## config.mk

```make
export PLATFORM = sky130hd
export DESIGN_NAME = bcd_calendar
export DESIGN_NICKNAME = d
export VERILOG_FILES = /design/src/rtl/cal_pkg.sv /design/src/rtl/cal_ctrl.sv /design/src/rtl/cal_time_cnt.sv /design/src/rtl/cal_date_cnt.sv /design/src/rtl/cal_shadow.sv /design/src/rtl/bcd_calendar.sv
export SDC_FILE = /design/constraint.sdc
export NUM_CORES = 1
export LEC_CHECK = 0
export BUFFER_PORTS_ARGS = -buffer_cell sky130_fd_sc_hd__buf_2
export CELL_PAD_IN_SITES_DETAIL_PLACEMENT = 0
export CELL_PAD_IN_SITES_GLOBAL_PLACEMENT = 2
export CORE_MARGIN = 10
export CORE_UTILIZATION = 40
export CTS_CLUSTER_SIZE = 12
export DETAILED_ROUTE_END_ITERATION = 10
export HOLD_SLACK_MARGIN = 0.02
export PLACE_DENSITY_LB_ADDON = 0.1
export SLEW_MARGIN = 0
export SYNTH_ARGS = -nofsm -noshare
export SYNTH_HDL_FRONTEND = slang
export SYNTH_HIERARCHICAL = 1
export SYNTH_SLANG_ARGS = --single-unit
```

## constraint.sdc

```tcl
create_clock -name clk -period 6.04 [get_ports clk]
set_input_delay 1.208 -clock clk [delete_from_list [all_inputs] [get_ports clk]]
set_output_delay 1.208 -clock clk [all_outputs]
set_load 0.02 [all_outputs]
```

## src/rtl/cal_pkg.sv

```systemverilog
package cal_pkg;

    localparam int WORD_W = 24;

    typedef enum logic [1:0] {
        CAL_RUN    = 2'd0,
        CAL_INIT   = 2'd1,
        CAL_RESYNC = 2'd2
    } cal_state_e;

    // Two-digit BCD increment without any wrap check.
    function automatic logic [7:0] bcd_next(input logic [7:0] v);
        logic [7:0] r;
        if (v[3:0] >= 4'd9) r = {v[7:4] + 4'd1, 4'd0};
        else                r = {v[7:4], v[3:0] + 4'd1};
        return r;
    endfunction

    // BCD year divisible by four: even tens take units 0/4/8, odd tens take 2/6.
    function automatic logic is_leap(input logic [7:0] yr);
        logic r;
        if (yr[4]) r = (yr[3:0] == 4'd2) || (yr[3:0] == 4'd6);
        else       r = (yr[3:0] == 4'd0) || (yr[3:0] == 4'd4) || (yr[3:0] == 4'd8);
        return r;
    endfunction

    function automatic logic [7:0] last_day(input logic [7:0] mon, input logic leap);
        logic [7:0] r;
        case (mon)
            8'h02:                      r = leap ? 8'h29 : 8'h28;
            8'h04, 8'h06, 8'h09, 8'h11: r = 8'h30;
            default:                    r = 8'h31;
        endcase
        return r;
    endfunction

endpackage

```

## src/rtl/cal_ctrl.sv

```systemverilog
module cal_ctrl
    import cal_pkg::*;
#(
    parameter int SYNC_TICKS = 2
) (
    input  logic clk,
    input  logic rst_n,
    input  logic tick,
    input  logic init_req,
    input  logic sync_clr,
    output logic run_en,
    output logic load_en,
    output logic copy_pend,
    output logic sync_ready,
    output logic init_active
);

    localparam int CNT_W = (SYNC_TICKS > 1) ? $clog2(SYNC_TICKS) : 1;
    localparam logic [CNT_W-1:0] CNT_LAST = CNT_W'(SYNC_TICKS - 1);

    cal_state_e       state_q, state_d;
    logic [CNT_W-1:0] cnt_q, cnt_d;
    logic             resync_done;

    assign resync_done = (state_q == CAL_RESYNC) && tick && (cnt_q == CNT_LAST);

    always_comb begin
        state_d = state_q;
        cnt_d   = cnt_q;
        unique case (state_q)
            CAL_RUN: begin
                if (init_req) state_d = CAL_INIT;
            end
            CAL_INIT: begin
                if (!init_req) begin
                    state_d = CAL_RESYNC;
                    cnt_d   = '0;
                end
            end
            CAL_RESYNC: begin
                if (init_req)         state_d = CAL_INIT;
                else if (resync_done) state_d = CAL_RUN;
                else if (tick)        cnt_d   = cnt_q + 1'b1;
            end
            default: state_d = CAL_RUN;
        endcase
    end

    // State register.
    always_ff @(posedge clk or negedge rst_n) begin
        if (!rst_n) begin
            state_q <= CAL_RUN;
            cnt_q   <= '0;
        end else begin
            state_q <= state_d;
            cnt_q   <= cnt_d;
        end
    end

    // Registered outputs.
    always_ff @(posedge clk or negedge rst_n) begin
        if (!rst_n) begin
            copy_pend  <= 1'b0;
            sync_ready <= 1'b0;
        end else begin
            copy_pend <= tick && ((state_q == CAL_RUN) || resync_done);
            if (state_q == CAL_INIT) sync_ready <= 1'b0;
            else if (copy_pend)      sync_ready <= 1'b1;
            else if (sync_clr)       sync_ready <= 1'b0;
        end
    end

    assign run_en      = (state_q != CAL_INIT);
    assign load_en     = (state_q == CAL_INIT);
    assign init_active = load_en;

    a_r8_ready_on_copy: assert property (@(posedge clk) disable iff (!rst_n)
        (copy_pend && state_q != CAL_INIT) |=> sync_ready);

    a_r8_init_clears_ready: assert property (@(posedge clk) disable iff (!rst_n)
        (state_q == CAL_INIT) |=> !sync_ready);

    a_r7_no_refresh_in_resync: assert property (@(posedge clk) disable iff (!rst_n)
        (state_q == CAL_RESYNC && !resync_done) |=> !copy_pend);

    a_r6_init_needs_request: assert property (@(posedge clk) disable iff (!rst_n)
        (!init_req && state_q != CAL_INIT) |=> (state_q != CAL_INIT));

endmodule

```

## src/rtl/cal_time_cnt.sv

```systemverilog
module cal_time_cnt
    import cal_pkg::*;
(
    input  logic              clk,
    input  logic              rst_n,
    input  logic              step,
    input  logic              load,
    input  logic [WORD_W-1:0] load_word,
    output logic [WORD_W-1:0] time_word,
    output logic              day_carry
);

    localparam int N_MS = 2;

    logic [N_MS:0]        adv;
    logic [N_MS-1:0][7:0] ms_val;
    logic [7:0]           hr_q;

    assign adv[0] = step;

    // Seconds (index 0) and minutes (index 1) share one 00..59 digit pair.
    for (genvar g = 0; g < N_MS; g++) begin : g_ms
        logic [7:0] val_q;
        logic       at_max;

        assign at_max = (val_q == 8'h59);

        always_ff @(posedge clk or negedge rst_n) begin
            if (!rst_n)      val_q <= 8'h00;
            else if (load)   val_q <= load_word[g*8 +: 8] & 8'h7F;
            else if (adv[g]) val_q <= at_max ? 8'h00 : bcd_next(val_q);
        end

        assign adv[g+1]  = adv[g] & at_max;
        assign ms_val[g] = val_q;

        a_r1_field_wrap: assert property (@(posedge clk) disable iff (!rst_n)
            (adv[g] && !load && at_max) |=> (val_q == 8'h00));
    end

    always_ff @(posedge clk or negedge rst_n) begin
        if (!rst_n)          hr_q <= 8'h00;
        else if (load)       hr_q <= load_word[23:16] & 8'h3F;
        else if (adv[N_MS])  hr_q <= (hr_q == 8'h23) ? 8'h00 : bcd_next(hr_q);
    end

    assign day_carry = adv[N_MS] && (hr_q == 8'h23);
    assign time_word = {hr_q, ms_val[1], ms_val[0]};

    a_r2_hour_wrap: assert property (@(posedge clk) disable iff (!rst_n)
        (day_carry && !load) |=> (hr_q == 8'h00));

    a_r6_hold_when_idle: assert property (@(posedge clk) disable iff (!rst_n)
        (!step && !load) |=> $stable(time_word));

endmodule

```

## src/rtl/cal_date_cnt.sv

```systemverilog
module cal_date_cnt
    import cal_pkg::*;
(
    input  logic              clk,
    input  logic              rst_n,
    input  logic              step,
    input  logic              load,
    input  logic [WORD_W-1:0] load_word,
    output logic [WORD_W-1:0] date_word
);

    logic [7:0] day_q;
    logic [4:0] mon_q;
    logic [2:0] wd_q;
    logic [7:0] yr_q;
    logic [7:0] day_last;
    logic       month_end;
    logic       year_end;

    assign day_last  = last_day({3'b000, mon_q}, is_leap(yr_q));
    assign month_end = (day_q == day_last);
    assign year_end  = month_end && (mon_q == 5'h12);

    always_ff @(posedge clk or negedge rst_n) begin
        if (!rst_n)    day_q <= 8'h00;
        else if (load) day_q <= load_word[7:0] & 8'h3F;
        else if (step) day_q <= month_end ? 8'h01 : bcd_next(day_q);
    end

    always_ff @(posedge clk or negedge rst_n) begin
        if (!rst_n)                 mon_q <= 5'h00;
        else if (load)              mon_q <= load_word[12:8];
        else if (step && month_end) mon_q <= year_end ? 5'h01 : 5'(bcd_next({3'b000, mon_q}));
    end

    always_ff @(posedge clk or negedge rst_n) begin
        if (!rst_n)                yr_q <= 8'h00;
        else if (load)             yr_q <= load_word[23:16];
        else if (step && year_end) yr_q <= (yr_q == 8'h99) ? 8'h00 : bcd_next(yr_q);
    end

    always_ff @(posedge clk or negedge rst_n) begin
        if (!rst_n)    wd_q <= 3'd0;
        else if (load) wd_q <= load_word[15:13];
        else if (step) wd_q <= (wd_q == 3'd7) ? 3'd1 : wd_q + 3'd1;
    end

    assign date_word = {yr_q, wd_q, mon_q, day_q};

    a_r3_day_restart: assert property (@(posedge clk) disable iff (!rst_n)
        (step && !load && month_end) |=> (day_q == 8'h01));

    a_r4_leap_day: assert property (@(posedge clk) disable iff (!rst_n)
        (step && !load && mon_q == 5'h02 && day_q == 8'h28 && yr_q == 8'h24) |=> (day_q == 8'h29));

    a_r5_century_wrap: assert property (@(posedge clk) disable iff (!rst_n)
        (step && !load && year_end && yr_q == 8'h99) |=> (yr_q == 8'h00 && mon_q == 5'h01));

    a_r5_weekday_wrap: assert property (@(posedge clk) disable iff (!rst_n)
        (step && !load && wd_q == 3'd7) |=> (wd_q == 3'd1));

endmodule

```

## src/rtl/cal_shadow.sv

```systemverilog
module cal_shadow
    import cal_pkg::*;
(
    input  logic              clk,
    input  logic              rst_n,
    input  logic              copy,
    input  logic [WORD_W-1:0] live_time,
    input  logic [WORD_W-1:0] live_date,
    output logic [WORD_W-1:0] time_rd,
    output logic [WORD_W-1:0] date_rd
);

    always_ff @(posedge clk or negedge rst_n) begin
        if (!rst_n) begin
            time_rd <= '0;
            date_rd <= '0;
        end else if (copy) begin
            time_rd <= live_time;
            date_rd <= live_date;
        end
    end

    a_r9_hold: assert property (@(posedge clk) disable iff (!rst_n)
        !copy |=> ($stable(time_rd) && $stable(date_rd)));

    a_r9_pair_capture: assert property (@(posedge clk) disable iff (!rst_n)
        copy |=> (time_rd == $past(live_time) && date_rd == $past(live_date)));

endmodule

```

## src/rtl/bcd_calendar.sv

```systemverilog
module bcd_calendar
    import cal_pkg::*;
#(
    parameter int SYNC_TICKS = 2
) (
    input  logic              clk,
    input  logic              rst_n,
    input  logic              tick,
    input  logic              init_req,
    input  logic              wr_time,
    input  logic              wr_date,
    input  logic [WORD_W-1:0] wr_data,
    input  logic              sync_clr,
    output logic              init_active,
    output logic              sync_ready,
    output logic [WORD_W-1:0] time_rd,
    output logic [WORD_W-1:0] date_rd
);

    logic              run_en;
    logic              load_en;
    logic              copy_pend;
    logic              day_carry;
    logic [WORD_W-1:0] live_time;
    logic [WORD_W-1:0] live_date;

    cal_ctrl #(.SYNC_TICKS(SYNC_TICKS)) u_ctrl (
        .clk         (clk),
        .rst_n       (rst_n),
        .tick        (tick),
        .init_req    (init_req),
        .sync_clr    (sync_clr),
        .run_en      (run_en),
        .load_en     (load_en),
        .copy_pend   (copy_pend),
        .sync_ready  (sync_ready),
        .init_active (init_active)
    );

    cal_time_cnt u_time (
        .clk       (clk),
        .rst_n     (rst_n),
        .step      (tick & run_en),
        .load      (load_en & wr_time),
        .load_word (wr_data),
        .time_word (live_time),
        .day_carry (day_carry)
    );

    cal_date_cnt u_date (
        .clk       (clk),
        .rst_n     (rst_n),
        .step      (day_carry),
        .load      (load_en & wr_date),
        .load_word (wr_data),
        .date_word (live_date)
    );

    cal_shadow u_shadow (
        .clk       (clk),
        .rst_n     (rst_n),
        .copy      (copy_pend),
        .live_time (live_time),
        .live_date (live_date),
        .time_rd   (time_rd),
        .date_rd   (date_rd)
    );

endmodule

```

=== Word-level counts from Yosys, hierarchy flattened ===
Index checks and enable logic that the tools add are counted.

* Register bits: 101
* Input port bits: 31
* Output and inout bits: 50
* Word-level logic and storage cells: 148

* Add/subtract/negate cells: 14
* $lt $le $gt $ge: 6
* Eq/ne operators: 25
* Mux-type cells: 43
* Bitwise gates (word level): 5
* Reduce and logical (&&, ||, !) cells: 36

{| class="wikitable"
|+ Operators with widths
! operator !! number
|-
| $mux 8 || 20
|-
| $add 4x1->4 const B || 11
|-
| $ge 4x4->1 const B || 6
|-
| $reduce_bool 3->1 || 7
|-
| $mux 5 || 4
|-
| $eq 8x7->1 const B || 2
|-
| $pmux 8 s2 || 1
|-
| $reduce_bool 2->1 || 7
|-
| $reduce_and 2->1 || 6
|-
| $eq 5x3->1 const B || 2
|-
| $eq 5x5->1 const B || 2
|-
| $ne 2x2->1 const B || 5
|-
| $mux 1 || 9
|-
| $mux 3 || 3
|-
| $eq 4x3->1 const B || 2
|-
| $eq 8x6->1 const B || 1
|-
| $eq 8x8->1 || 1
|-
| $eq 8x8->1 const B || 1
|-
| $mux 2 || 4
|-
| $logic_and 1x1->1 || 7
|-
| $pmux 2 s3 || 1
|-
| $and 1x1->1 || 5
|-
| $eq 5x2->1 const B || 1
|-
| $eq 5x4->1 const B || 1
|-
| 16 further kinds || 20
|}

=== Longest topological paths before layout ===
* Depth after elaboration: 11
* Mapped depth: 14

=== By module ===
The synthesis kept the hierarchy.

{| class="wikitable"
|+ By module, submodules not included
! module !! times used !! cells each !! area an instance (µm²) !! sequential area each (µm²)
|-
| cal_shadow || 1 || 101 || 1860.5 || 1201.2
|-
| cal_date_cnt || 1 || 205 || 1815.5 || 600.6
|-
| cal_time_cnt || 1 || 194 || 1769.2 || 600.6
|-
| cal_ctrl || 1 || 22 || 224.0 || 125.1
|-
| bcd_calendar || 1 || 3 || 18.8 || 0.0
|}

=== Worst setup path after synthesis ===
Ideal clock, no wire load.

* Path kind: input -> register
* Start: in tick
* End: reg u_date.day_q[7]
* Setup time: 0.131 ns
* Arrival time: 3.138 ns
* Required time: 5.909 ns
* Setup slack: 2.770 ns
* Stages on the path: 12
* Path buffers: 3
* Cell sequence: and2_1 buf_6 and3b_1 buf_6 nand4_4 nor2_1 clkbuf_1 inv_1 nor3_1 nand4_1 xor2_1 nor2_1

* Longest elaborated chain between the ends: 6

{| class="wikitable"
|+ Ends and longest elaborated chain
! item !! RTL line !! source
|-
| start, declared || bcd_calendar.sv:8 || <nowiki>input logic tick,</nowiki>
|-
| $and 1x1->1 || bcd_calendar.sv:43 || <nowiki>.step (tick & run_en),</nowiki>
|-
| $and 1x1->1 (2 in a row) || cal_time_cnt.sv:34 || <nowiki>assign adv[g+1] = adv[g] & at_max;</nowiki>
|-
| $logic_and 1x1->1 || cal_time_cnt.sv:47 || <nowiki>assign day_carry = adv[N_MS] && (hr_q == 8'h23);</nowiki>
|-
| via day_carry || bcd_calendar.sv:23 || <nowiki>logic day_carry;</nowiki>
|-
| $reduce_bool 2->1 (no line) || -- ||
|-
| $reduce_and 2->1 (no line) || -- ||
|-
| end signal, assigned || cal_date_cnt.sv:26 || <nowiki>else if (load) day_q <= load_word[7:0] & 8'h3F;</nowiki>
|-
| end signal, assigned || cal_date_cnt.sv:27 || <nowiki>else if (step) day_q <= month_end ? 8'h01 : bcd_next(day_q);</nowiki>
|-
| end, declared || cal_date_cnt.sv:12 || <nowiki>logic [7:0] day_q;</nowiki>
|}

The timed path passes the listed nets, and every way through them passes these cells.
A chain may end at the register's enable or synchronous reset.

=== Worst setup path after layout ===
* Start: in tick
* End: reg u_date.mon_q[4]

* Longest elaborated chain between the ends: 7

{| class="wikitable"
|+ Ends and longest elaborated chain
! item !! RTL line !! source
|-
| $and 1x1->1 || bcd_calendar.sv:43 ||
|-
| $and 1x1->1 (2 in a row) || cal_time_cnt.sv:34 ||
|-
| $logic_and 1x1->1 || cal_time_cnt.sv:47 ||
|-
| via day_carry || bcd_calendar.sv:23 ||
|-
| $logic_and 1x1->1 || cal_date_cnt.sv:33 || <nowiki>else if (step && month_end) mon_q <= year_end ? 5'h01 : 5'(bcd_next({3'b000, mon_q}));</nowiki>
|-
| $reduce_bool 2->1 (no line) || -- ||
|-
| $reduce_and 2->1 (no line) || -- ||
|-
| end signal, assigned || cal_date_cnt.sv:32 || <nowiki>else if (load) mon_q <= load_word[12:8];</nowiki>
|-
| end signal, assigned || cal_date_cnt.sv:33 ||
|-
| end, declared || cal_date_cnt.sv:13 || <nowiki>logic [4:0] mon_q;</nowiki>
|}

The timed path passes the listed nets, and every way through them passes these cells.

==> flow_summary.ini <==
[finish]
area.growth.synth_to_final_pct = 14.39
filler_cell_count = 1361
seqCellArea_um2 = 2529
nNetsFinal = 659
antenna_cells_inserted = 0
multiInputGateArea_um2 = 2919
layoutNonFillerInstCount = 781
post_route_cells_drive_above_1_share = 0.2779

[grt]
antenna_violations_before_repair = 0
grt_pass1_wl_um = 23740
first_global_vias = 4373
grt.total_usage = 0.1483
grt_max_degree = 63
grt-ovfl-total = 0

[yosys]
synthAdderAreaFrac = 0.07039
synth-main-ff-cell = dfrtp_1
main_combinational_cell_family_by_area_after_synthesis = simple AND/OR/NAND/NOR gates
syn-instance-count = 525
yosys.area_share.xor_xnor = 0.006159
ys_types = 75
synth_cell_area_um2 = 5688
synthSimpleGateAreaFrac = 0.1714
synth_seq_area_share = 0.4443
synth-compound-area-share = 0.1322
muxShareOfSynthArea = 0.1331
syn_area_per_cell_um2 = 10.83
synth_warnings = 6
syn_nets = 588
number_of_flops_mapped_to_enable_cells_by_yosys = 0
synth_async_sr_flop_share = 1.000
yosys_register_bits = 101

[setup_path]
path_max_fanout = 12
cp_data_arrival_time_ns = 4.67
endpoint_kind = flop
setup.worst_path.class = in -> reg
critical_path.startpoint_type = input pin
worst_ep_required_time_ns = 6.27

[detailed_routing]
drt-pass1-iter-count = 4
avgRoutedWirePerCell_um = 18.19
num_vias = 4221
post_drt_via_cell_ratio = 5.405
drcViolationCount = 0
antenna_left = 0
wirelength_um = 14210
drt_iter0_markers = 289

[clock_tree]
clock_insertion_delay_worst_skew_ns = 0.35
cts.repair_timing.setup_buffer_count = 0
clockRootBuffer = clkbuf_16
cts_tree = yes
clk_transition_reported_paths_ns = 0.07
postCtsResizedCells = 0
cts.sinks = 101
cts_made_buffers = 9
h-tree-depth = 3
cts-hold-fix-buffers = 0
cts.path.max_buffers = 2

[timing]
timing.clock.skew_ns = 0.008624
relSlewSlack = 0.3594
period_needed_ns = 4.435
fin_crit_sh = 0.7343
worst_margin_pin_slew_ns = 0.9342
unrepaired_setup_endpoints_after_global_routing = no
achievable_frequency_mhz = 225.5
fin_tns_setup_ns = 0
hold_violations = 0
final_critical_path_setup_slack_ns = 1.605
setup-violations-final = 0
final-max-slew-violation-count = 0

[floorplanning]
start_util = 0.4098
design.core.area_um2 = 13880
design.die.area_um2 = 19390
placementRows = 43
floorplan.die.width_um = 139.2
die_height_um = 139.2
num_ports = 81

[place]
last_weighted_congestion_value_of_the_routability_driven_placer = 0.8186
place_worst_setup_slack_ns = 1.228
dp.cells = 765
dp.final_hpwl_um = 10340
portBuffers = 79

[power]
p_leak_nw = 2.919
power-per-cell-area_nw_per_um2 = 386.9
max-vdd-ir-drop_uv = 146.1

[status]
run_status = finished, final reports clean

[worst_hold_path]
hold_path_class = reg -> reg

[flow_run]
cap_viol_max_count = 0
==> cells in the final DEF, fill, tap and decap left out, types with 3 or more instances in the layout <==
| cell | n |
|---|---|
| dfrtp_1 | 100 |
| buf_2 | 78 |
| nand2_1 | 39 |
| ha_1 | 32 |
| mux2_2 | 30 |
| a21oi_1 | 25 |
| nor2_1 | 25 |
| inv_1 | 24 |
| o21ai_0 | 22 |
| mux2_4 | 21 |
| nand3_1 | 15 |
| nand2b_1 | 10 |
| o211ai_1 | 10 |
| clkbuf_16 | 9 |
| mux2i_1 | 9 |
| o31ai_1 | 9 |
| a31oi_1 | 9 |
| nor3_1 | 9 |
| nand4_1 | 8 |
| nor2b_1 | 8 |
| or4_1 | 7 |
| and3_1 | 6 |
| nand3b_1 | 6 |
| buf_4 | 5 |
| and2_1 | 4 |
| nand4b_1 | 4 |
| a2bb2oi_1 | 4 |
| xor2_1 | 3 |
| or3b_1 | 3 |
| nor3b_1 | 3 |
| nor4b_1 | 3 |
==> layout make-up <==
class                   count  area share
multi-input cells         374      0.4487
flip-flops and latches    101      0.3887
repair buffers             83     0.06577
clock buffers              13     0.04000
well taps                 180     0.03462
inverters                  27     0.01558
clock inverters             3    0.006731
==> metal layers <==
| layer | track usage | vias to the layer above | part of all wire |
|---|---|---|---|
| met5 | 0 | - | 0 |
| met4 | 0.05711 | 0 | 0.016 |
| met3 | 0.03096 | 14 | 0.045 |
| met2 | 0.2285 | 78 | 0.46 |
| met1 | 0.1990 | 2061 | 0.48 |
| li1 | - | 2068 | - |
==> final timing paths <==
path	from	endpoint	slack, ns	depth (start not counted)
min reg2reg	u_shadow/date_rd[21]$_DFFE_PN0P_	u_shadow/date_rd[21]$_DFFE_PN0P_	0.50	1
max in group asynchronous	rst_n	u_shadow/time_rd[11]$_DFFE_PN0P_	4.09	2
max	tick	u_date/mon_q[4]$_DFFE_PN0P_	1.60	9
min	u_shadow/date_rd[21]$_DFFE_PN0P_	u_shadow/date_rd[21]$_DFFE_PN0P_	0.50	1
max reg2reg	u_ctrl/state_q[1]$_DFFE_PN0P_	u_date/mon_q[4]$_DFFE_PN0P_	2.01	9
min in group asynchronous	rst_n	u_shadow/time_rd[7]$_DFFE_PN0P_	0.94	1
==> where the power goes <==
group / switching [mW] / leakage, nW / internal [mW]
sequential: 0.203 / 1.22 / 0.875
clock: 0.248 / 0.150 / 0.344
combinational: 0.464 / 1.55 / 0.383
total: 0.914 / 2.92 / 1.60
==> cell usage after synthesis, types with 10 or more instances <==
cell | n | area share
a21oi_1 | 25 | 0.022
clkbuf_1 | 11 | 0.0073
dfrtp_1 | 101 | 0.44
ha_1 | 32 | 0.070
inv_1 | 24 | 0.016
mux2_2 | 30 | 0.059
mux2_4 | 21 | 0.055
nand2_1 | 39 | 0.026
nand2b_1 | 10 | 0.011
nand3_1 | 15 | 0.013
nor2_1 | 25 | 0.016
o211ai_1 | 10 | 0.013
o21ai_0 | 22 | 0.019
==> per-stage QoR <==
| stage | total power [mW] | hold slack [ns] | utilization | instance area [µm²] |
|---|---|---|---|---|
| after floorplan | 1.659 | 0.4817 | - | 5688 |
| after global placement | 1.933 | 0.4849 | 0.4468 | 6202 |
| after detailed placement | 1.950 | 0.4879 | 0.4468 | 6202 |
| after CTS | 2.558 | 0.5089 | 0.4687 | 6506 |
| after global routing | 2.698 | 0.5130 | 0.4687 | 6506 |
| final | 2.517 | 0.5033 | 0.4687 | 6506 |
==> critical path: stages <==
cell	delay (ns)
buf_2	0.11
and2_1	0.39
and3b_1	0.41
nand4_4	0.21
nor2_1	0.74
nand4_1	0.26
mux2i_1	0.81
a21boi_0	0.19
o31a_1	0.33
==> sequential cells by signal, indices dropped and copies added (netlist names) <==
signal	cells
u_ctrl/cnt_q	1
u_ctrl/copy_pend	1
u_ctrl/state_q	2
u_ctrl/sync_ready	1
u_date/day_q	8
u_date/mon_q	5
u_date/wd_q	3
u_date/yr_q	8
u_shadow/date_rd	24
u_shadow/time_rd	24
u_time/g_ms.val_q	16
u_time/hr_q	8
==> cell families (layout without fill, tap and decap cells) <==
family                     count (synthesis)  after routing
muxes                                     61             61
buffers and inverters                     50            126
and+or+nand+nor                          168            168
AOI/OAI and AO/OA                        109            109
adders and majority gates                 32             32
DFF                                      101            101
xor gates and xnor gates                   4              4
Note: power is estimated with default switching activity, not from simulation.
